### config.mk
export PLATFORM = sky130hd
export DESIGN_NAME = frm_irq_bank
export DESIGN_NICKNAME = d
export VERILOG_FILES = /design/src/rtl/frm_irq_pkg.sv /design/src/rtl/frm_irq_lvl_edge.sv /design/src/rtl/frm_irq_ind_latch.sv /design/src/rtl/frm_irq_regs.sv /design/src/rtl/frm_irq_bank.sv
export SDC_FILE = /design/constraint.sdc
export NUM_CORES = 1
export LEC_CHECK = 0
export ABC_CLOCK_PERIOD_IN_PS = 2300
export CAP_MARGIN = 0
export CORE_ASPECT_RATIO = 0.8
export CORE_MARGIN = 4
export CORE_UTILIZATION = 47
export DETAILED_ROUTE_END_ITERATION = 8
export PLACE_DENSITY = 0.82
export SLEW_MARGIN = 20
export SYNTH_ARGS = -nofsm -noshare
export SYNTH_HDL_FRONTEND = slang
export SYNTH_HIERARCHICAL = 1
export SYNTH_SLANG_ARGS = --single-unit
export TNS_END_PERCENT = 100
### constraint.sdc
create_clock -name clk -period 2.3 [get_ports clk]
set_input_delay 0.23 -clock clk [delete_from_list [all_inputs] [get_ports clk]]
set_output_delay 0.23 -clock clk [all_outputs]
set_load 0.01 [all_outputs]
### src/rtl/frm_irq_pkg.sv
package frm_irq_pkg;
    localparam int unsigned LVL_W  = 2;
    localparam int unsigned EVT_W  = 5;
    localparam int unsigned SRC_W  = LVL_W + EVT_W;
    localparam int unsigned ADDR_W = 2;
    localparam int unsigned DATA_W = 8;

    typedef enum logic [ADDR_W-1:0] {
        REG_STATUS = 2'd0,
        REG_IND    = 2'd1,
        REG_EN     = 2'd2,
        REG_RSVD   = 2'd3
    } reg_sel_e;
endpackage

### src/rtl/frm_irq_lvl_edge.sv
module frm_irq_lvl_edge #(
    parameter int unsigned N = 2
) (
    input  logic         clk,
    input  logic         rst_n,
    input  logic [N-1:0] lvl_i,
    output logic [N-1:0] status_o,
    output logic [N-1:0] chg_o
);
    typedef struct packed {
        logic [N-1:0] status;
    } lvl_state_t;

    lvl_state_t s_d, s_q;

    always_comb begin
        s_d        = s_q;
        s_d.status = lvl_i;
    end

    always_ff @(posedge clk or negedge rst_n) begin
        if (!rst_n) s_q <= '0;
        else        s_q <= s_d;
    end

    // one comparator per source: the input differs from its registered copy
    for (genvar g = 0; g < N; g++) begin : g_cmp
        assign chg_o[g] = lvl_i[g] ^ s_q.status[g];
    end

    assign status_o = s_q.status;
endmodule

### src/rtl/frm_irq_ind_latch.sv
module frm_irq_ind_latch #(
    parameter int unsigned N = 7
) (
    input  logic         clk,
    input  logic         rst_n,
    input  logic [N-1:0] set_i,
    input  logic         clr_i,
    output logic [N-1:0] ind_o
);
    typedef struct packed {
        logic [N-1:0] ind;
    } ind_state_t;

    ind_state_t s_d, s_q;

    // set wins over clear, per bit, so a same-cycle event survives a read
    for (genvar g = 0; g < N; g++) begin : g_bit
        always_comb begin
            s_d.ind[g] = set_i[g] | (s_q.ind[g] & ~clr_i);
        end
    end

    always_ff @(posedge clk or negedge rst_n) begin
        if (!rst_n) s_q <= '0;
        else        s_q <= s_d;
    end

    assign ind_o = s_q.ind;
endmodule

### src/rtl/frm_irq_regs.sv
module frm_irq_regs
    import frm_irq_pkg::*;
#(
    parameter int unsigned N_LVL = LVL_W,
    parameter int unsigned N_SRC = SRC_W,
    parameter int unsigned AW    = ADDR_W,
    parameter int unsigned DW    = DATA_W
) (
    input  logic             clk,
    input  logic             rst_n,
    input  logic             req_valid,
    input  logic             req_write,
    input  logic [AW-1:0]    req_addr,
    input  logic [DW-1:0]    req_wdata,
    input  logic [N_LVL-1:0] status_i,
    input  logic [N_SRC-1:0] ind_i,
    output logic [DW-1:0]    rdata_o,
    output logic             ind_clr_o,
    output logic [N_SRC-1:0] en_o
);
    localparam logic [AW-1:0] A_STATUS = AW'(REG_STATUS);
    localparam logic [AW-1:0] A_IND    = AW'(REG_IND);
    localparam logic [AW-1:0] A_EN     = AW'(REG_EN);

    typedef struct packed {
        logic [N_SRC-1:0] en;
    } reg_state_t;

    reg_state_t s_d, s_q;
    logic rd, wr;

    always_comb begin
        rd = req_valid & ~req_write;
        wr = req_valid &  req_write;

        s_d = s_q;
        if (wr && req_addr == A_EN) s_d.en = req_wdata[N_SRC-1:0];

        ind_clr_o = rd && (req_addr == A_IND);

        rdata_o = '0;
        if (rd) begin
            unique case (req_addr)
                A_STATUS: rdata_o[N_LVL-1:0] = status_i;
                A_IND:    rdata_o[N_SRC-1:0] = ind_i;
                A_EN:     rdata_o[N_SRC-1:0] = s_q.en;
                default:  rdata_o = '0;
            endcase
        end
    end

    always_ff @(posedge clk or negedge rst_n) begin
        if (!rst_n) s_q <= '0;
        else        s_q <= s_d;
    end

    assign en_o = s_q.en;
endmodule

### src/rtl/frm_irq_bank.sv
module frm_irq_bank
    import frm_irq_pkg::*;
#(
    parameter int unsigned N_LVL = LVL_W,
    parameter int unsigned N_EVT = EVT_W,
    parameter int unsigned AW    = ADDR_W,
    parameter int unsigned DW    = DATA_W
) (
    input  logic             clk,
    input  logic             rst_n,
    input  logic [N_LVL-1:0] lvl_i,
    input  logic [N_EVT-1:0] evt_i,
    input  logic             req_valid,
    input  logic             req_write,
    input  logic [AW-1:0]    req_addr,
    input  logic [DW-1:0]    req_wdata,
    output logic [DW-1:0]    rsp_rdata,
    output logic             irq_o
);
    localparam int unsigned N_SRC = N_LVL + N_EVT;

    typedef struct packed {
        logic irq;
    } top_state_t;

    logic [N_LVL-1:0] status_w;
    logic [N_LVL-1:0] chg_w;
    logic [N_SRC-1:0] set_w;
    logic [N_SRC-1:0] ind_w;
    logic [N_SRC-1:0] en_w;
    logic             clr_w;
    top_state_t       s_d, s_q;

    frm_irq_lvl_edge #(.N(N_LVL)) u_edge (
        .clk      (clk),
        .rst_n    (rst_n),
        .lvl_i    (lvl_i),
        .status_o (status_w),
        .chg_o    (chg_w)
    );

    // level sources occupy the low indication bits, pulses follow
    assign set_w = {evt_i, chg_w};

    frm_irq_ind_latch #(.N(N_SRC)) u_ind (
        .clk   (clk),
        .rst_n (rst_n),
        .set_i (set_w),
        .clr_i (clr_w),
        .ind_o (ind_w)
    );

    frm_irq_regs #(
        .N_LVL (N_LVL),
        .N_SRC (N_SRC),
        .AW    (AW),
        .DW    (DW)
    ) u_regs (
        .clk       (clk),
        .rst_n     (rst_n),
        .req_valid (req_valid),
        .req_write (req_write),
        .req_addr  (req_addr),
        .req_wdata (req_wdata),
        .status_i  (status_w),
        .ind_i     (ind_w),
        .rdata_o   (rsp_rdata),
        .ind_clr_o (clr_w),
        .en_o      (en_w)
    );

    // the interrupt is a register fed by next-state values, so it lines up
    // with the indication and enable registers without a combinational path
    logic [N_SRC-1:0] ind_nx, en_nx;
    always_comb begin
        ind_nx = set_w | (ind_w & {N_SRC{~clr_w}});
        en_nx  = (req_valid && req_write && req_addr == AW'(REG_EN))
                 ? req_wdata[N_SRC-1:0] : en_w;
        s_d     = s_q;
        s_d.irq = |(ind_nx & en_nx);
    end

    always_ff @(posedge clk or negedge rst_n) begin
        if (!rst_n) s_q <= '0;
        else        s_q <= s_d;
    end

    assign irq_o = s_q.irq;
endmodule

== Word-level counts from Yosys, hierarchy flattened ==
Index checks and enable logic that the tools add are counted.

* Register bits after elaboration: 17
* Bits of input ports: 21
* Output and inout port bits: 9
* Word-level logic and storage cells: 39

* Eq/ne operators: 2
* Mux-type cells: 4
* Bitwise operators: 23
* Reduce and logical (&&, ||, !) cells: 6

{| class="wikitable"
|+ Operators with widths
! operator !! number
|-
| $and A7 B7 Y7 || 2
|-
| $mux W7 || 2
|-
| $pmux W5 S2 || 1
|-
| $and A1 B1 Y1 || 9
|-
| $or A1 B1 Y1 || 7
|-
| $or A7 B7 Y7 || 1
|-
| $reduce_or A7 Y1 || 1
|-
| $pmux W2 S3 || 1
|-
| $logic_and A1 B1 Y1 || 4
|-
| $eq A2 B1 Y1 const B || 1
|-
| $eq A2 B2 Y1 const B || 1
|-
| $logic_not A2 Y1 || 1
|-
| $not A1 Y1 || 2
|-
| $xor A1 B1 Y1 || 2
|}

== Longest topological paths before layout ==
Gate-level depths: netlist of the first run.

* Word-level depth: 8
* Gate-level depth with buffers: 8

== Hierarchy ==
Netlist of the first run, hierarchy kept.

{| class="wikitable"
|+ By module, submodules not included
! module !! instances !! cells each !! area an instance (um^2) !! seq. area each (um^2)
|-
| frm_irq_regs || 1 || 43 || 489.2 || 175.2
|-
| frm_irq_ind_latch || 1 || 15 || 231.5 || 175.2
|-
| frm_irq_bank || 1 || 23 || 183.9 || 25.0
|-
| frm_irq_lvl_edge || 1 || 4 || 67.6 || 50.0
|}

== Least setup slack after synthesis of the first run ==
Ideal clock, no wire load.

* Path type: input -> register
* Start point: input port req_addr[1]
* End point: register s_q, in the netlist irq_o
* Setup time: 0.139 ns
* Data arrival time: 1.639 ns
* Required time: 2.161 ns
* Path slack: 0.522 ns
* Cell stages on the path: 8
* Buffers on the path: 1
* Cell sequence: inv_1 -> ha_1 -> clkbuf_1 -> and3b_2 -> inv_1 -> a21oi_1 -> o22ai_1 -> or4_1

* Longest elaborated chain between the ends: 7
* Elaborated cells between the ends (all ways): 10

{| class="wikitable"
|+ RTL lines
! item !! line !! source
|-
| start: declaration || frm_irq_bank.sv:15 || <nowiki>input logic [AW-1:0] req_addr,</nowiki>
|-
| $eq A2 B1 Y1 || frm_irq_regs.sv:39 || <nowiki>ind_clr_o = rd && (req_addr == A_IND);</nowiki>
|-
| $logic_and A1 B1 Y1 || frm_irq_regs.sv:39 ||
|-
| named net clr_w || frm_irq_bank.sv:31 || <nowiki>logic clr_w;</nowiki>
|-
| $not A1 Y1 || frm_irq_bank.sv:76 || <nowiki>ind_nx = set_w | (ind_w & {N_SRC{~clr_w}});</nowiki>
|-
| $and A7 B7 Y7 || frm_irq_bank.sv:76 ||
|-
| $or A7 B7 Y7 || frm_irq_bank.sv:76 ||
|-
| $and A7 B7 Y7 || frm_irq_bank.sv:80 || <nowiki>s_d.irq = |(ind_nx & en_nx);</nowiki>
|-
| $reduce_or A7 Y1 || frm_irq_bank.sv:80 ||
|-
| named net s_d || frm_irq_bank.sv:32 || <nowiki>top_state_t s_d, s_q;</nowiki>
|-
| end signal: assignment || frm_irq_bank.sv:84 || <nowiki>if (!rst_n) s_q <= '0;</nowiki>
|-
| end signal: assignment || frm_irq_bank.sv:85 || <nowiki>else s_q <= s_d;</nowiki>
|-
| end: declaration || frm_irq_bank.sv:32 ||
|}

The timed path passes the listed nets, and every way through them passes these cells.
A chain may end at the register's enable or synchronous reset.

== Worst setup path after layout of the first run ==
* Start point: input port req_addr[0]
* End point: output port rsp_rdata[4]

* Longest elaborated chain between the ends: 3
* Elaborated cells between the ends (all ways): 4

{| class="wikitable"
|+ RTL lines
! item !! line !! source
|-
| $eq A2 B2 Y1 / $eq A2 B1 Y1 (equally long branches) || frm_irq_regs.sv:43 || <nowiki>unique case (req_addr)</nowiki>
|-
| $pmux W5 S2 (*) || frm_irq_regs.sv:43 ||
|-
| $mux W7 (*) || frm_irq_regs.sv:42 || <nowiki>if (rd) begin</nowiki>
|-
| end: declaration || frm_irq_bank.sv:17 || <nowiki>output logic [DW-1:0] rsp_rdata,</nowiki>
|}

Mark *: on every way between the ends. The rest lies on a longest branch, timed or not.

==> results of run 1 <==
-- worst max-delay path, stage by stage --
cell and delay (ns):
clkdlybuf4s50_1 0.53, inv_1 0.10, ha_2 0.23, buf_4 0.16, a22oi_1 0.19, nor2_1 0.08, dlygate4sd2_1 0.29
-- worst max-delay path by stage --
stage / to / from / slack [ns] / cells past startpoint
after global placement: rsp_rdata[3] / req_addr[0] / 0.02 / 6
after floorplan: irq_o / req_addr[1] / 0.52 / 8
after detailed placement: rsp_rdata[4] / req_addr[0] / -0.009 / 6
after global routing: rsp_rdata[2] / req_addr[0] / 0.19 / 7
after CTS: rsp_rdata[3] / req_addr[0] / 0.003 / 6
final: rsp_rdata[4] / req_addr[0] / 0.27 / 7
-- through the flow --
step                      instance area [um2]  worst slack [ns]  util [%]  hold slack [ns]  total power [mW]
after global placement                   1280            0.0156      66.2            0.484             0.534
after floorplan                           972             0.522         -          -0.0656             0.459
after detailed placement                 1280          -0.00916      66.2            0.493             0.541
after global routing                     1330             0.187      69.0            0.383             0.751
final                                    1330             0.269      69.0            0.357             0.712
after CTS                                1310           0.00259      67.7            0.381             0.716
-- kinds of logic after synthesis --
group,synth area share (%)
simple gates,9.27
mux,16.5
buf+inv,5.02
xor+xnor,1.80
flops,43.8
fa+ha+maj,6.44
other cells,0.386
compound gates,16.9
-- metal layers --
metal / vias to the layer above / part of all wire [%] / global-route usage (%)
li1: 377 / - / -
met1: 376 / 47 / 24.6
met5: - / 0 / 0
met3: 2 / 7.6 / 6.65
met4: 0 / 0.83 / 4.53
met2: 24 / 45 / 25.4
-- flip-flops by register name (all words and copies together) (netlist names) --
| signal | flops |
|---|---|
| irq_o | 1 |
| u_regs/en_o | 7 |
| u_ind/ind_o | 7 |
| u_edge/status_o | 2 |
-- cell usage in the layout (no fill, tap or decap), drive strengths merged, types with 2 or more instances in the layout --
master         instances
clkdlybuf4s50         20
dfrtp                 17
nor2                   8
a21oi                  7
mux2i                  7
a21o                   7
mux2                   7
dlymetal6s2s           6
buf                    6
a22oi                  5
ha                     5
inv                    4
o22ai                  3
clkbuf                 3
xor2                   2
a222oi                 2
-- timing repair --
item | in CTS | in global routing
pin swaps | 1 | 4
hold buffers | 0 | 0
resized for setup | 1 | 7
setup buffers | 0 | 1
endpoints found under the setup margin | 1 | 6
-- where the power goes --
group	leakage [nW]	internal [mW]	switching [mW]	total, mW
clock network	0.0139	0.0665	0.109	0.175
logic	0.493	0.105	0.0707	0.176
registers	0.180	0.334	0.0270	0.361
-- area by class of cell --
cell class	count	area, um2	share of cell area [%]
multi-input combinational	60	500	37.6
clock inverter	1	7.51	0.564
clock buffer	3	22.5	1.69
sequential	17	425	32.0
timing repair buffer	33	329	24.7
inverter	4	15.0	1.13
tap	24	30.0	2.26
==> impl_results.md, run 1 <==
* Outcome: finished clean
* Hold Vio Cnt, Final at 0
* Clk slew on worst S/H paths at roughly 0.11 ns
* Tot GR Track Use at between 15 and 20%
* Final std cells w/o fill at ~140
* Syn-to-layout area delta at 36.8%
* TritonRoute pass-1 iters at 4
* Starting Density at roughly half
* Crit Path Max Fanout at 4
* Clock skew at between 0.01 and 0.015 ns
* Area of the die at roughly 2900 um2
* CTS root buf: clkbuf_4
* Crit path required time at just over 2 ns
* Setup violations, final at 0
* Worst vdd ir at approximately 0.00045 V
* Relative slew slack at between 40% and 50%
* Core Box Area at ~1900 um2
* Synth Instances at 85
* Hold/Removal Path Class: in2async
* Ports at 30
* Pwr per Cell Area at between 500 and 600 nW/um2
* Worst-Skew Late Latency at 0.31 ns
* Routed vias/inst at 5.49
* Max Slew Vio Count at 0
* Reg-to-Reg End: irq_o
* Fin Setup TNS at 0 ns
* Crit Path Class: in2out
* Placed cell count at approximately 140
* Area share of the largest cell type after synthesis at around 44%
* H-tree depth at 1
* Synth top cells by count: dfrtp_1, nor2_1, a21o_1, a21oi_1, mux2i_1
* Top cell type by total area after synthesis: dfrtp_1
* Syn_area_per_cell at 11.4 um2
* Crit end category: output port
* CTS Sinks at 17
* RSZ-0062 raised after global routing: false
* Leakage at approximately 0.69 nW
* Ys flop type: dfrtp_1
* Final WL at approximately 2300 um
* # diodes at 0
* Initial antenna violation count at 0
* Arr. time, crit path at approximately 1.8 ns
* Die Y at ~50 um
* Cts bufs inserted at 3
* Port Buffers at 27
* Gr ovfl total at 0
* Fill cell count at roughly 160
* Final period util at around nine tenths
* Post-DP HPWL at 1710 um
* Syn nets at 111
* Pin count of the biggest net entering global routing at 18
* Initial DRC Count at 18
* R2R Path Start: u_edge/status_o[0]
* Chip width at slightly below 60 um
* Synth unique cells at 24
* Number of flops mapped to enable cells by yosys at 0
* CTS tree: done
* Layout cell share with drive strength beyond 1 at 17.8%
* Gpl congestion at approximately 0.72
* R2R depth at 4
* Nets at ~150
* Vias in the first global route at roughly 800
* Reg2reg setup slack at ~0.86 ns
* Max-Cap Viols at 0
* Maximum clock rate at a little under 500 MHz
* Drt drc at 0
* Post-synth ARST share at 100%
* Slew @ Worst Pin at about 0.77 ns
* Vias post-DR at slightly below 800
* Area contributors post-synth: dfrtp_1, mux2i_1, ha_1
* Detail Route Antenna Nets at 0
* Syn Std Cell Area at about 970 um2
* Final Critical Period at around 2.0 ns
* Post-synthesis sequential area ratio at between 40% and 50%
* Std-Cell Rows at 14
* Yosys reg bits at 17
* Global-route wire length before repair at 3770 um
* Wire length per cell at ~16 um
* Most common cell in the netlist: dfrtp_1
* Worst Setup Start Kind: input pin
* Clk buf depth at 2
* Syn. warnings at 6
Power figures use the tool's default switching activity.
==> run 2: changes to the inputs <==
--- a/config.mk
+++ b/config.mk
@@ -5,13 +5,13 @@
 export SDC_FILE = /design/constraint.sdc
 export NUM_CORES = 1
 export LEC_CHECK = 0
-export ABC_CLOCK_PERIOD_IN_PS = 2300
+export ABC_CLOCK_PERIOD_IN_PS = 1700
 export CAP_MARGIN = 0
 export CORE_ASPECT_RATIO = 0.8
 export CORE_MARGIN = 4
-export CORE_UTILIZATION = 47
+export CORE_UTILIZATION = 41
 export DETAILED_ROUTE_END_ITERATION = 8
-export PLACE_DENSITY = 0.82
+export PLACE_DENSITY = 0.76
 export SLEW_MARGIN = 20
 export SYNTH_ARGS = -nofsm -noshare
 export SYNTH_HDL_FRONTEND = slang
==> constraint.sdc (replaced) <==
create_clock -name clk -period 1.7 [get_ports clk]
set_input_delay 0.17 -clock clk [delete_from_list [all_inputs] [get_ports clk]]
set_output_delay 0.17 -clock clk [all_outputs]
set_load 0.01 [all_outputs]
==> run 2 against run 1 <==
Global-route usage decreased by 0.57 points. Clock power is 29% higher. Routed wire length grew 6.4%. Largest cell class unchanged. Hold slack lost 0.18 ns. Critical path depth is 1 higher. Non-clock buffer count increased by 9. Critical endpoint is now irq_o. Sequential power up 36%. Clock skew increased by 0.0066 ns. Core utilization shrank 7.0 points. Cell area rose by 3.2%. Final cell count grew 7.0%. Flip-flop and latch count unchanged.
==> impl_results.md, run 2 (same netlist as run 1, synthesis figures left out) <==
* CTS Sinks at 17
* H-tree depth at 1
* Final period util at roughly 96%
* Std-Cell Rows at 15
* Ports at 30
* Max Slew Vio Count at 0
* Tot GR Track Use at approximately 17%
* Worst Setup Start Kind: input pin
* Worst vdd ir at roughly 0.00037 V
* Clk slew on worst S/H paths at roughly 0.12 ns
* Hold WS at 0.178 ns
* Clock skew at 0.0177 ns
* Arr. time, crit path at 1.82 ns
* Vias in the first global route at 915
* Pin count of the biggest net entering global routing at 18
* Crit end category: register
* Post-DP HPWL at 1790 um
* Port Buffers at 27
* Wire length per cell at 16.0 um
* Chip width at 62.4 um
* Initial antenna violation count at 0
* Outcome: finished clean
* Multi-input gate area at 507 um2
* Most frequent cells in the layout: clkdlybuf4s50_1, dfrtp_1, buf_4
* CTS Hold Bufs at 0
* Syn-to-layout area delta at 41.2%
* Routed vias/inst at roughly 5.4
* Fin util at 62.0%
* Pwr per Cell Area at between 700 and 800 nW/um2
* Max-Cap Viols at 0
* Register area at roughly 430 um2
* # diodes at 0
* Gpl congestion at 0.785
* Hold/Removal Path Class: in2async
* Worst-Skew Late Latency at ~0.3 ns
* Cts bufs inserted at 3
* TritonRoute pass-1 iters at 4
* Critical Path Start: req_addr[1]
* Leakage at ~0.65 nW
* Crit Path Class: in2reg
* Core Box Area at 2210 um2
* Final WL at between 2000 and 2500 um
* Setup violations, final at 0
* Gr ovfl total at 0
* Clk buf depth at 2
* Crit path required time at around 1.9 ns
* Drt drc at 0
* Die Y at ~52 um
* Maximum clock rate at ~610 MHz
* Starting Density at between 40% and 50%
* Initial DRC Count at 25
* Global-route wire length before repair at approximately 4200 um
* Area of the die at around 3200 um2
* Final Critical Period at between 1.5 and 2 ns
* CTS tree: done
* Layout cell share with drive strength beyond 1 at about 28%
* CTS root buf: clkbuf_4
* Detail Route Antenna Nets at 0
* R2R Path Start: u_edge/status_o[0]
* Hold Vio Cnt, Final at 0
* Crit Path Max Fanout at 7
* Vias post-DR at roughly 820
* Nets at 154
* Fill cell count at ~210
==> run 2: cell types whose count changed in the layout (fill, tap and decap cells not counted), sizes merged <==
cell,delta
buf,+11
clkbuf,+1
clkdlybuf4s15,+3
clkdlybuf4s50,-3
clkinv,+1
clkinvlp,-1
dlygate4sd2,+2
dlymetal6s2s,-5
==> run 2: power by group <==
part	internal, mW	leakage [nW]	total (mW)	switching, mW
combinational	0.152	0.449	0.251	0.0986
clock	0.0877	0.0177	0.225	0.137
sequential	0.451	0.180	0.491	0.0392
total	0.691	0.647	0.966	0.275
==> run 2: metrics by stage <==
stage | instance area [um2] | cells | power [mW] | setup TNS (ns) | setup WS (ns)
after global routing | 1370 | 152 | 1.03 | -0.0213 | -0.0126
after global placement | 1320 | 144 | 0.735 | -3.88 | -0.538
after CTS | 1370 | 152 | 0.979 | 0 | 0.0299
after detailed placement | 1320 | 144 | 0.744 | -4.39 | -0.559
final | 1370 | 152 | 0.966 | 0 | 0.0680
after floorplan | 973 | 85 | 0.621 | 0 | 0.0625
==> run 2: layout make-up <==
cell class | instances | share of cell area (%)
multi-input combinational | 60 | 36.9
sequential | 17 | 31.0
timing repair buffer | 42 | 26.7
tap | 25 | 2.28
clock buffer | 3 | 1.64
inverter | 4 | 1.09
clock inverter | 1 | 0.365
==> run 2: path summary, 6_finish.rpt <==
path	cells after the start	endpoint	slack, ns
min in group clk	1	u_edge/status_o[1]	0.36
max in group asynchronous	2	u_edge/status_o[1]	1.31
worst min-delay path	2	u_regs/en_o[5]	0.18
worst min register to register	1	u_ind/ind_o[3]	0.52
worst max-delay path	8	irq_o	0.07
worst max register to register	4	irq_o	0.29
==> run 2: timing repair <==
action	in CTS	in global routing
cloned	0	0
buffers inserted	4	0
gates resized for setup	20	5
endpoints found under the setup margin	8	7
pin swaps	3	0
==> run 2: metal layers <==
metal  vias up  share of wire, %  GRT usage, %
li1        394                 -             -
met1       395                41          18.9
met2        32                51          30.6
met3         2               7.8          7.34
met4         0              0.41          3.66
met5         -                 0             0
==> run 2: worst max-delay path, cell delays in order <==
cell	delay (ns)
dlygate4sd2_1	0.26
inv_1	0.08
ha_2	0.23
and3b_2	0.22
inv_2	0.08
a21oi_1	0.16
o22ai_1	0.09
or4_1	0.52
